--- src/rtl/fcd_pkg.sv ---
`timescale 1ns/1ps
package fcd_pkg;
  typedef enum logic [1:0] {RD_ARRAY = 2'd0, RD_IDENT = 2'd1, RD_STATUS = 2'd2} rd_sel_e;

  typedef enum logic [3:0] {
    OP_NONE = 4'd0, OP_RD_ARRAY, OP_RD_IDENT, OP_RD_STATUS, OP_CLEAR, OP_ABORT,
    OP_PROG, OP_CHIP_ERASE, OP_SECT_ERASE, OP_PROT, OP_UNPROT
  } op_e;

  typedef enum logic [2:0] {
    ST_IDLE, ST_UNL1, ST_UNL2, ST_SET, ST_SET_UNL1, ST_SET_UNL2
  } step_e;

  localparam logic [14:0] ADDR_KEY_A = 15'h5555;
  localparam logic [14:0] ADDR_KEY_B = 15'h2AAA;

  localparam logic [7:0] BYTE_UNL_A    = 8'hAA;
  localparam logic [7:0] BYTE_UNL_B    = 8'h55;
  localparam logic [7:0] BYTE_RD_ARRAY = 8'hF0;
  localparam logic [7:0] BYTE_RD_IDENT = 8'h90;
  localparam logic [7:0] BYTE_RD_STAT  = 8'h70;
  localparam logic [7:0] BYTE_CLEAR    = 8'h50;
  localparam logic [7:0] BYTE_ABORT    = 8'hE0;
  localparam logic [7:0] BYTE_PROG     = 8'hA0;
  localparam logic [7:0] BYTE_ERASE_SU = 8'h80;
  localparam logic [7:0] BYTE_PROT_SU  = 8'h60;
  localparam logic [7:0] BYTE_CHIP     = 8'h10;
  localparam logic [7:0] BYTE_SECT     = 8'h30;
  localparam logic [7:0] BYTE_LOCK     = 8'h20;
  localparam logic [7:0] BYTE_UNLOCK   = 8'h40;

  localparam int N_PULSE  = 7;
  localparam int P_CLEAR  = 0;
  localparam int P_ABORT  = 1;
  localparam int P_PROG   = 2;
  localparam int P_CHIP   = 3;
  localparam int P_SECT   = 4;
  localparam int P_PROT   = 5;
  localparam int P_UNPROT = 6;

  localparam op_e PULSE_OP [N_PULSE] = '{
    OP_CLEAR, OP_ABORT, OP_PROG, OP_CHIP_ERASE, OP_SECT_ERASE, OP_PROT, OP_UNPROT
  };
endpackage

--- src/rtl/fcd_addr_match.sv ---
`timescale 1ns/1ps
module fcd_addr_match #(
  parameter int            AW  = 15,
  parameter logic [AW-1:0] KEY = '0
) (
  input  logic [AW-1:0] addr_i,
  output logic          hit_o
);
  assign hit_o = (addr_i == KEY);
endmodule

--- src/rtl/fcd_seq.sv ---
`timescale 1ns/1ps
module fcd_seq
  import fcd_pkg::*;
(
  input  logic       clk_i,
  input  logic       rst_ni,
  input  logic       wr_en_i,
  input  logic [7:0] byte_i,
  input  logic       at_a_i,
  input  logic       at_b_i,
  input  logic       prot_ok_i,
  input  logic       busy_i,
  input  logic       fault_i,
  output op_e        op_o
);
  step_e step_q, step_d;
  logic  kind_q, kind_d; // 0 erase set-up, 1 protect set-up

  logic unl_a, unl_b;
  assign unl_a = at_a_i && (byte_i == BYTE_UNL_A);
  assign unl_b = at_b_i && (byte_i == BYTE_UNL_B);

  always_comb begin
    step_d = step_q;
    kind_d = kind_q;
    op_o   = OP_NONE;
    if (wr_en_i) begin
      step_d = ST_IDLE;
      unique case (step_q)
        ST_IDLE:     if (unl_a) step_d = ST_UNL1;
        ST_UNL1:     if (unl_b) step_d = ST_UNL2;
        ST_UNL2: begin
          if (at_a_i) begin
            case (byte_i)
              BYTE_RD_ARRAY: if (!busy_i) op_o = OP_RD_ARRAY;
              BYTE_RD_IDENT: if (!busy_i) op_o = OP_RD_IDENT;
              BYTE_RD_STAT:  op_o = OP_RD_STATUS;
              BYTE_ABORT:    op_o = OP_ABORT;
              BYTE_CLEAR:    if (!busy_i) op_o = OP_CLEAR;
              BYTE_PROG:     if (!busy_i && !fault_i) op_o = OP_PROG;
              BYTE_ERASE_SU: if (!busy_i) begin step_d = ST_SET; kind_d = 1'b0; end
              BYTE_PROT_SU:  if (!busy_i) begin step_d = ST_SET; kind_d = 1'b1; end
              default: ;
            endcase
          end
        end
        ST_SET:      if (unl_a) step_d = ST_SET_UNL1;
        ST_SET_UNL1: if (unl_b) step_d = ST_SET_UNL2;
        ST_SET_UNL2: begin
          if (!busy_i) begin
            if (!kind_q) begin
              if (!fault_i && at_a_i && byte_i == BYTE_CHIP) op_o = OP_CHIP_ERASE;
              else if (!fault_i && byte_i == BYTE_SECT)      op_o = OP_SECT_ERASE;
            end else if (prot_ok_i) begin
              if (byte_i == BYTE_LOCK)        op_o = OP_PROT;
              else if (byte_i == BYTE_UNLOCK) op_o = OP_UNPROT;
            end
          end
        end
        default: ;
      endcase
    end
  end

  always_ff @(posedge clk_i or negedge rst_ni) begin
    if (!rst_ni) begin
      step_q <= ST_IDLE;
      kind_q <= 1'b0;
    end else begin
      step_q <= step_d;
      kind_q <= kind_d;
    end
  end

  AST_OPEN_STEP: assert property (@(posedge clk_i) disable iff (!rst_ni)
    (wr_en_i && step_q == ST_IDLE) |=> (step_q == ST_IDLE || step_q == ST_UNL1));
  AST_BAD_SECOND: assert property (@(posedge clk_i) disable iff (!rst_ni)
    (wr_en_i && step_q == ST_UNL1 && !(at_b_i && byte_i == BYTE_UNL_B)) |=> step_q == ST_IDLE);
  AST_FINAL_IDLE: assert property (@(posedge clk_i) disable iff (!rst_ni)
    (wr_en_i && step_q == ST_SET_UNL2) |=> step_q == ST_IDLE);
endmodule

--- src/rtl/fcd_issue.sv ---
`timescale 1ns/1ps
module fcd_issue
  import fcd_pkg::*;
#(
  parameter int SECT_W = 5
) (
  input  logic               clk_i,
  input  logic               rst_ni,
  input  op_e                op_i,
  input  logic [SECT_W-1:0]  sector_i,
  output logic [N_PULSE-1:0] pulse_o,
  output rd_sel_e            rd_sel_o,
  output logic [SECT_W-1:0]  sector_o
);
  logic [N_PULSE-1:0] hit;
  logic [N_PULSE-1:0] pulse_q;
  rd_sel_e            rd_q, rd_d;
  logic [SECT_W-1:0]  sector_q;

  for (genvar i = 0; i < N_PULSE; i++) begin : g_hit
    assign hit[i] = (op_i == PULSE_OP[i]);
  end

  always_comb begin
    rd_d = rd_q;
    case (op_i)
      OP_RD_ARRAY:       rd_d = RD_ARRAY;
      OP_RD_IDENT:       rd_d = RD_IDENT;
      OP_NONE, OP_CLEAR: ;
      default:           rd_d = RD_STATUS;
    endcase
  end

  always_ff @(posedge clk_i or negedge rst_ni) begin
    if (!rst_ni) begin
      pulse_q  <= '0;
      rd_q     <= RD_ARRAY;
      sector_q <= '0;
    end else begin
      pulse_q <= hit;
      rd_q    <= rd_d;
      if (op_i inside {OP_SECT_ERASE, OP_PROT, OP_UNPROT}) sector_q <= sector_i;
    end
  end

  assign pulse_o  = pulse_q;
  assign rd_sel_o = rd_q;
  assign sector_o = sector_q;

  AST_ONE_PULSE: assert property (@(posedge clk_i) disable iff (!rst_ni)
    $onehot0(pulse_q));
  AST_PULSE_SHORT: assert property (@(posedge clk_i) disable iff (!rst_ni)
    (pulse_q != '0) |=> (pulse_q == '0));
endmodule

--- src/rtl/fcd_id_mux.sv ---
`timescale 1ns/1ps
module fcd_id_mux #(
  parameter int         ADDR_W   = 20,
  parameter int         DATA_W   = 16,
  parameter int         SECT_W   = 5,
  parameter logic [7:0] MFR_CODE = 8'hC2,
  parameter logic [7:0] DEV_CODE = 8'hF6
) (
  input  logic [ADDR_W-1:0] rd_addr_i,
  input  logic [1:0]        prot_state_i,
  output logic [DATA_W-1:0] data_o
);
  logic [SECT_W-1:0] sect;
  logic              is_prot;
  logic              unused_mid;

  assign sect       = rd_addr_i[ADDR_W-1 -: SECT_W];
  assign is_prot    = ((sect == '0) && prot_state_i[0]) || ((sect == '1) && prot_state_i[1]);
  assign unused_mid = ^rd_addr_i[ADDR_W-SECT_W-1:2];

  always_comb begin
    data_o = '0;
    unique case (rd_addr_i[1:0])
      2'b00:   data_o[7:0] = MFR_CODE;
      2'b01:   data_o[7:0] = DEV_CODE;
      2'b10:   data_o[7:0] = is_prot ? MFR_CODE : 8'h00;
      default: ;
    endcase
  end
endmodule

--- src/rtl/flash_cmd_decoder.sv ---
`timescale 1ns/1ps
module flash_cmd_decoder
  import fcd_pkg::*;
#(
  parameter int         ADDR_W   = 20,
  parameter int         DATA_W   = 16,
  parameter int         SECT_W   = 5,
  parameter logic [7:0] MFR_CODE = 8'hC2,
  parameter logic [7:0] DEV_CODE = 8'hF6
) (
  input  logic              clk_i,
  input  logic              rst_ni,
  input  logic              wr_en_i,
  input  logic [ADDR_W-1:0] wr_addr_i,
  input  logic [DATA_W-1:0] wr_data_i,
  input  logic              busy_i,
  input  logic              fault_i,
  input  logic [ADDR_W-1:0] rd_addr_i,
  input  logic [1:0]        prot_state_i,
  output logic [1:0]        rd_sel_o,
  output logic [DATA_W-1:0] id_data_o,
  output logic              prog_start_o,
  output logic              chip_erase_o,
  output logic              sect_erase_o,
  output logic              prot_start_o,
  output logic              unprot_start_o,
  output logic              abort_o,
  output logic              clr_status_o,
  output logic [SECT_W-1:0] sector_o
);
  localparam int CMD_AW = ADDR_W - SECT_W;
  localparam logic [CMD_AW-1:0] KEYS [2] = '{CMD_AW'(ADDR_KEY_A), CMD_AW'(ADDR_KEY_B)};

  logic [1:0]         key_hit;
  logic [SECT_W-1:0]  wr_sector;
  logic               prot_ok;
  logic               unused_hi;
  op_e                op;
  rd_sel_e            rd_sel;
  logic [N_PULSE-1:0] pulse;

  for (genvar g = 0; g < 2; g++) begin : g_key
    fcd_addr_match #(.AW(CMD_AW), .KEY(KEYS[g])) u_match (
      .addr_i (wr_addr_i[CMD_AW-1:0]),
      .hit_o  (key_hit[g])
    );
  end

  assign wr_sector = wr_addr_i[ADDR_W-1 -: SECT_W];
  assign prot_ok   = (wr_sector == '0) || (wr_sector == '1);
  assign unused_hi = ^wr_data_i[DATA_W-1:8];

  fcd_seq u_seq (
    .clk_i     (clk_i),
    .rst_ni    (rst_ni),
    .wr_en_i   (wr_en_i),
    .byte_i    (wr_data_i[7:0]),
    .at_a_i    (key_hit[0]),
    .at_b_i    (key_hit[1]),
    .prot_ok_i (prot_ok),
    .busy_i    (busy_i),
    .fault_i   (fault_i),
    .op_o      (op)
  );

  fcd_issue #(.SECT_W(SECT_W)) u_issue (
    .clk_i    (clk_i),
    .rst_ni   (rst_ni),
    .op_i     (op),
    .sector_i (wr_sector),
    .pulse_o  (pulse),
    .rd_sel_o (rd_sel),
    .sector_o (sector_o)
  );

  fcd_id_mux #(
    .ADDR_W(ADDR_W), .DATA_W(DATA_W), .SECT_W(SECT_W),
    .MFR_CODE(MFR_CODE), .DEV_CODE(DEV_CODE)
  ) u_id (
    .rd_addr_i    (rd_addr_i),
    .prot_state_i (prot_state_i),
    .data_o       (id_data_o)
  );

  assign rd_sel_o       = rd_sel;
  assign clr_status_o   = pulse[P_CLEAR];
  assign abort_o        = pulse[P_ABORT];
  assign prog_start_o   = pulse[P_PROG];
  assign chip_erase_o   = pulse[P_CHIP];
  assign sect_erase_o   = pulse[P_SECT];
  assign prot_start_o   = pulse[P_PROT];
  assign unprot_start_o = pulse[P_UNPROT];

  AST_BUSY_GATE: assert property (@(posedge clk_i) disable iff (!rst_ni)
    (wr_en_i && busy_i) |=> !(prog_start_o || chip_erase_o || sect_erase_o ||
                              prot_start_o || unprot_start_o || clr_status_o));
  AST_FAULT_GATE: assert property (@(posedge clk_i) disable iff (!rst_ni)
    (wr_en_i && fault_i) |=> !(prog_start_o || chip_erase_o || sect_erase_o));
  AST_START_STATUS: assert property (@(posedge clk_i) disable iff (!rst_ni)
    (prog_start_o || chip_erase_o || sect_erase_o || prot_start_o || unprot_start_o || abort_o)
      |-> rd_sel_o == RD_STATUS);
  AST_PROT_EDGE_SECT: assert property (@(posedge clk_i) disable iff (!rst_ni)
    (prot_start_o || unprot_start_o) |-> (sector_o == '0 || sector_o == '1));
  AST_QUIET_NO_WRITE: assert property (@(posedge clk_i) disable iff (!rst_ni)
    !wr_en_i |=> (pulse == '0));
endmodule

--- config.mk ---
export PLATFORM = sky130hd
export DESIGN_NAME = flash_cmd_decoder
export DESIGN_NICKNAME = d
export VERILOG_FILES = /design/src/rtl/fcd_pkg.sv /design/src/rtl/fcd_addr_match.sv /design/src/rtl/fcd_seq.sv /design/src/rtl/fcd_issue.sv /design/src/rtl/fcd_id_mux.sv /design/src/rtl/flash_cmd_decoder.sv
export SDC_FILE = /design/constraint.sdc
export NUM_CORES = 1
export LEC_CHECK = 0
export CAP_MARGIN = 15
export CORE_MARGIN = 4
export CORE_UTILIZATION = 40
export CTS_BUF_LIST = sky130_fd_sc_hd__clkbuf_8
export CTS_CLUSTER_DIAMETER = 120
export DETAILED_ROUTE_END_ITERATION = 10
export PLACE_DENSITY = 0.87
export SLEW_MARGIN = 0
export SYNTH_ARGS = -nofsm -noshare
export SYNTH_HDL_FRONTEND = slang
export SYNTH_SLANG_ARGS = --single-unit
--- constraint.sdc ---
create_clock -name clk_i -period 4.9 [get_ports clk_i]
set_clock_uncertainty 0.1 [all_clocks]
set_input_delay 0.49 -clock clk_i [delete_from_list [all_inputs] [get_ports clk_i]]
set_output_delay 0.49 -clock clk_i [all_outputs]
set_load 0.05 [all_outputs]
==> metrics.md, run 1 <==
| Metric | Value |
|---|---|
| Worst Hold Path EP | u_issue.sector_o[1] |
| Yosys cell types | 52 |
| Worst-Margin Slew | 0.755 ns |
| #FFs+latches synth | 18 |
| Congestion Overflow GR | 0 |
| Gate power share | 0.269 |
| Fin. Hold Viols | 0 |
| CTS buffer count | 3 |
| Syn Area/Cell | 8.98 µm² |
| GR Util met3 | 0.0493 |
| Portion of netlist area occupied by mux cells | 0.0614 |
| Post-DP Area | 2020 µm² |
| M2 GR Usage | 0.237 |
| Commonest non-fill, non-tap cell in the layout | clkdlybuf4s50_1 |
| Xor and xnor area share after synthesis | 0.0121 |
| Core Region | 3420 µm² |
| Post-synthesis adder-cell area fraction | 0 |
| NetSw | 104 µW |
| Crit-path max FO | 3 |
| GRT Total Usage | 0.143 |
| I/O pin total | 93 |
| Port-buffer cells | 61 |
| Final hold slack | 0.409 ns |
| Startpoint Class | primary input |
| CTS tree | done |
| Vias per cell | 5.24 |
| Fmax | 0.328 GHz |
| Drt initial violations | 33 |
| Setup TNS | 0 ns |
| Post-cts sizing count | 0 |
| LEAKAGE | 0.000821 µW |
| Critical setup path kind | primary input to output port |
| Mapped cell area | 1450 µm² |
| First-pass GRT wire length | 5150 µm |
| Share of the synthesized area in the top cell type | 0.311 |
| Routed WL | 3410 µm |
| H-tree depth | 1 |
| Internal power | 265 µW |
| Top post-synthesis cells by area | dfrtp_1 31%, buf_4 7.3%, mux2_2 4.7% |
| Row cnt | 21 |
| DRT antenna net count | 0 |
| Sequential Power Share | 0.407 |
| Simple-gate portion of the synthesized area | 0.375 |
| Most frequent cells in the layout | 61 x clkdlybuf4s50_1, 18 x dfrtp_1, 14 x nor2_1 |
| Family with the most delay on the worst path | buffers and inverters |
| Layout cell share with drive strength beyond 1 | 0.102 |
| # diodes | 0 |
| Final Slew Violations | 0 |
| Setup violators final | 0 |
| Setup repair bufs after CTS | 0 |
| Vias | 1,368 |
| Post-synthesis instance total | 161 |
| Worst path slowest cell | clkdlybuf4s50_1 |
| Largest net degree at the start of global routing | 19 |
| Synth Flop Type | dfrtp_1 |
| Die height | 68.1 µm |
| Clock power share | 0.324 |
| GPL Wtd Cong | 0.816 |
| Vias in the first global route | 1,183 |
| Max-slew headroom | 0.495 |
| Critical path capture point type | output port |
| Crit path buf inv count | 2 |
| Post-layout nets | 279 |
| Ys async rst share | 1.00 |
| Critical hold path startpoint | u_issue.sector_o[1] |
| Largest family of logic cells by synthesized area | simple AND/OR/NAND/NOR gates |
| Sequential-to-total area share from yosys stat | 0.311 |
| CTS max path bufs | 2 |
| Sink Count | 18 |
| Unrepaired setup endpoints after global routing | no |
| Pwr/cell area | 178 nW/µm² |
| Maxcap violations | 0 |
| Hold-fix buffers at CTS | 0 |
| Initial Util | 0.423 |
| Max incr delay on CP | 0.86 ns |
| R2r endpoint | u_issue.sector_o[2] |
| Clk_lat worst skew | 0.25 ns |
| Cell repeated most along the worst path | clkdlybuf4s50_1 |
| YS warnings | 0 |
| Root buffer cell | clkbuf_8 |
| Hold path depth | 1 |
| Tcrit/Tclk final | 0.622 |
| Status | finished clean |
| Min-delay worst type | flop to flop |
| Leading area contributor after synthesis | dfrtp_1 |
| Number of synthesized flops with an enable pin | 0 |
| Drt wl/cell | 13.1 µm |
| CP cell instances | clkdlybuf4s50_1 > nor4_1 > a31oi_1 > o21ai_0 > clkdlybuf4s50_1 |
| Post-route DRC | 0 |
| Worst reg2reg setup slack | 2.68 ns |
| Drt pass-1 iters | 4 |
| CP required | 4.31 ns |
| CTS clk-pin slew, worst paths | 0.07 ns |
| Peak supply drop | 0.163 mV |
| Layout Area Growth over Synthesis | 43.3% |
| Gr busiest metal | met2 |
| Width of the die | 68.1 µm |
| Die area | 4640 µm² |
| Path depth of the worst reg2reg path | 6 |
| Post-synthesis compound-gate area fraction | 0.133 |
| Dpl hpwl | 2710 µm |
| CP arrival | 2.46 ns |
| Antenna violations before repair | 0 |
| Sw Share | 0.282 |
| FF-to-FF Start | u_seq.step_q[2] |
| Met1 usage | 0.185 |
| Design Area, Final | 2070 µm² |
| Crit path time final | 3.05 ns |
## power groups by stage
stage,clock network [µW],logic [µW],registers (µW)
floorplan,0,58.3,152
global placement,0,97.9,153
detailed placement,0,98.9,153
CTS,123,99.1,150
global route,128,105,150
finish,120,99.2,150
## layer usage
layer	vias up	part of all wire
li1	684	-
met1	642	0.43
met2	40	0.48
met3	2	0.086
met4	0	0.0018
met5	-	0
## final cells by class
| class | instances | area [µm²] |
|---|---|---|
| Fill cell | 317 | 1340 |
| Tap cell | 46 | 57.6 |
| Clock buffer | 4 | 55.1 |
| Timing Repair Buffer | 61 | 611 |
| Multi-Input combinational cell | 127 | 880 |
| Inverter | 5 | 18.8 |
| Sequential cell | 18 | 450 |
## registers in the layout, indices dropped and copies added, names as in the netlist
register,count
u_issue.rd_sel_o,2
u_seq.step_q,3
u_issue.sector_o,5
u_seq.kind_q,1
u_issue.pulse_o,7
## worst max-delay path by stage
stage,from,endpoint,slack [ns],cells past startpoint
6_report,rd_addr_i[19],id_data_o[1],1.85,5
5_1_grt,rd_addr_i[19],id_data_o[6],1.72,5
4_1_cts,rd_addr_i[19],id_data_o[1],1.81,5
3_5_place_dp,wr_data_i[4],u_issue.rd_sel_o[1],1.71,8
3_3_place_gp,wr_data_i[4],u_issue.rd_sel_o[1],1.71,8
2_1_floorplan,rd_addr_i[19],id_data_o[6],1.89,4
## Yosys cell counts (4+ instances only)
cell type / number
nand2_1: 12
nor2b_1: 5
dfrtp_1: 18
inv_1: 5
o21ai_0: 6
mux2_2: 6
a21oi_1: 5
nor4_1: 4
nor3_1: 5
buf_4: 14
nand4_1: 4
nor2_1: 14
## worst reg2reg max path: stages, from the launching register on
cell,delay (ns)
dfrtp_1,0.44
inv_1,0.09
nor4b_2,0.47
nand2_1,0.17
nor3_1,0.28
a21oi_1,0.22
mux2_2,0.35
## cells by family after synthesis
family,after synthesis
flip-flops,18
other,1
AO/OA/AOI/OAI,27
multiplexers,8
AND/OR/NAND/NOR,80
XOR/XNOR,2
buffers and inverters,25
## metrics by stage
step,total power [µW],utilization,std cells,worst slack [ns]
after floorplan,210,-,170,1.89
final,369,0.607,261,1.85
after global routing,384,0.607,261,1.72
after detailed placement,252,0.590,257,1.71
after CTS,373,0.607,261,1.81
after global placement,251,0.590,257,1.71
(Power assumes the default switching activity.)
==> run 2, diff against run 1 <==
CORE_UTILIZATION = 34   (was 40)
PLACE_DENSITY = 0.79   (was 0.87)
clock period = 2.5 ns   (was 4.9 ns; I/O delays follow)
==> metrics.md, run 2 (same netlist as run 1, synthesis figures left out) <==
| Metric | Value |
|---|---|
| Status | finished clean |
| GPL Wtd Cong | 0.823 (+0.90%) |
| Fmax | 0.445 GHz |
| Gate power share | 0.311 (+0.042) |
| CTS tree | done |
| Vias | 1,444 (+5.6%) |
| Worst path slowest cell | clkdlybuf4s50_1 |
| Antenna violations before repair | 0 (unchanged) |
| Sw Share | 0.284 (+0.00200) |
| CTS clk-pin slew, worst paths | 0.06 ns (about the same) |
| Peak supply drop | 0.259 mV (+59%) |
| Maxcap violations | 0 (unchanged) |
| Routed WL | 3610 µm (+5.8%) |
| Commonest non-fill, non-tap cell in the layout | clkdlybuf4s50_1 |
| Crit path buf inv count | 1 (-1) |
| Setup repair bufs after CTS | 0 (unchanged) |
| Tcrit/Tclk final | 0.899 |
| Dpl hpwl | 3010 µm (+11%) |
| Fin. Hold Viols | 0 (unchanged) |
| Design Area, Final | 2270 µm² (+9.7%) |
| Die area | 5360 µm² (+16%) |
| Hold-fix buffers at CTS | 0 (unchanged) |
| Initial Util | 0.356 (-0.0670) |
| Vias per cell | 5.01 (-4.3%) |
| First-pass GRT wire length | 5880 µm (+14%) |
| Crit-path max FO | 4 (+1) |
| Setup violators final | 0 (unchanged) |
| Final Slew Violations | 0 (unchanged) |
| CP required | 2.54 ns (-1.77 ns) |
| Internal power | 507 µW (+91%) |
| NetSw | 201 µW (+93%) |
| Post-cts sizing count | 0 (unchanged) |
| Min-delay worst type | primary input to asynchronous set/reset pin |
| Root buffer cell | clkbuf_8 |
| Row cnt | 23 (+9.5%) |
| Clock power share | 0.273 (-0.051) |
| # diodes | 0 (unchanged) |
| Largest net degree at the start of global routing | 19 (unchanged) |
| Most frequent cells in the layout | 58 x clkdlybuf4s50_1, 24 x buf_4, 18 x dfrtp_1 |
| Max incr delay on CP | 0.49 ns (-0.37 ns) |
| Post-layout nets | 303 (+8.6%) |
| Drt pass-1 iters | 4 (unchanged) |
| Startpoint Class | primary input |
| CTS buffer count | 3 (unchanged) |
| Family with the most delay on the worst path | compound AO/OA/AOI/OAI gates |
| Core Region | 4060 µm² (+19%) |
| DRT antenna net count | 0 (unchanged) |
| CP cell instances | clkdlybuf4s50_1 > mux2_2 > a221oi_2 > nor4_4 > a22oi_2 > a21oi_1 > or2_1 > a21bo_1 |
| Post-DP Area | 2230 µm² (+11%) |
| LEAKAGE | 0.000945 µW (+15%) |
| Critical setup path kind | primary input to flop |
| Pwr/cell area | 312 nW/µm² (+75%) |
| Max-slew headroom | 0.484 (-0.0111) |
| Port-buffer cells | 61 (unchanged) |
| Layout Area Growth over Synthesis | 57.2% |
| Die height | 73.2 µm (+7.5%) |
| Crit path time final | 2.25 ns |
| Width of the die | 73.2 µm (+7.5%) |
| Worst-Margin Slew | 0.771 ns (+0.0165 ns) |
| Max FFs per register | 7 (unchanged) |
| GRT Total Usage | 0.138 (-0.00484) |
| Sink Count | 18 (unchanged) |
| Unrepaired setup endpoints after global routing | no |
| I/O pin total | 93 (unchanged) |
| CP arrival | 2.29 ns (-0.17 ns) |
| Drt initial violations | 97 (+190%) |
| Post-route DRC | 0 (unchanged) |
| Drt wl/cell | 12.5 µm (-4.1%) |
| Vias in the first global route | 1,332 (+13%) |
| Congestion Overflow GR | 0 (unchanged) |
| CTS max path bufs | 2 (unchanged) |
| Critical path capture point type | flop |
| Clk_lat worst skew | 0.25 ns (about the same) |
| Sequential Power Share | 0.416 (+0.009) |
| Fin util | 0.560 (-0.0463) |
| H-tree depth | 1 (unchanged) |
| Layout cell share with drive strength beyond 1 | 0.202 (+0.0994) |
[run 2: cell count changes in the layout (fill, tap and decap cells not counted)]
cell             before  now
o21ai_1               0    1
buf_12                0    3
buf_4                 0   24
clkbuf_8              4    3
clkdlybuf4s50_1      61   58
o21ai_0               6    5
[run 2: path summary, 6_finish.rpt]
path | startpoint | endpoint | slack, ns | cells after the start
min in group clk_i | u_issue.sector_o[2] | u_issue.sector_o[2] | 0.41 | 1
max in group asynchronous | rst_ni | u_issue.pulse_o[4] | 1.47 | 1
worst max register to register | u_seq.step_q[1] | u_issue.pulse_o[3] | 0.31 | 7
worst min-delay path | rst_ni | u_issue.pulse_o[0] | 0.35 | 1
worst max-delay path | wr_data_i[4] | u_issue.rd_sel_o[1] | 0.25 | 8
worst min register to register | u_issue.sector_o[2] | u_issue.sector_o[2] | 0.41 | 1
[run 2: worst reg2reg max path, delay by kind of cell (launching register included)]
kind | cells | cell delay [ns]
and+or+nand+nor | 5 | 1.15
AOI/OAI and AO/OA | 2 | 0.35
DFF | 1 | 0.49
[run 2: layer usage]
| layer | part of all wire | vias up | track usage |
|---|---|---|---|
| met5 | 0 | - | 0 |
| met4 | 0.0094 | 0 | 0.0369 |
| met3 | 0.077 | 5 | 0.0372 |
| met2 | 0.51 | 43 | 0.241 |
| met1 | 0.40 | 663 | 0.165 |
| li1 | - | 733 | - |
[run 2: area by class of cell]
class | count | area, µm²
flip-flops and latches | 18 | 450
inverters | 5 | 18.8
well taps | 50 | 62.6
repair buffers | 85 | 821
clock buffers | 3 | 41.3
multi-input cells | 127 | 880
fillers | 365 | 1780
[run 2: power groups by stage]
stage | registers, µW | logic (µW) | clock network, µW
detailed placement | 300 | 221 | 0
finish | 295 | 220 | 194
global route | 295 | 234 | 216
global placement | 300 | 218 | 0
floorplan | 298 | 114 | 0
CTS | 295 | 221 | 203
[run 2: through the flow]
step                setup TNS (ns)  setup WS [ns]  hold slack [ns]  instances  total power, µW
floorplan                        0          0.423           -0.146        170              412
global placement           -0.0418        -0.0418            0.389        285              518
detailed placement         -0.0175        -0.0117            0.395        285              521
CTS                              0          0.244            0.388        288              718
global route                     0         0.0872            0.418        288              745
finish                           0          0.252            0.354        288              709
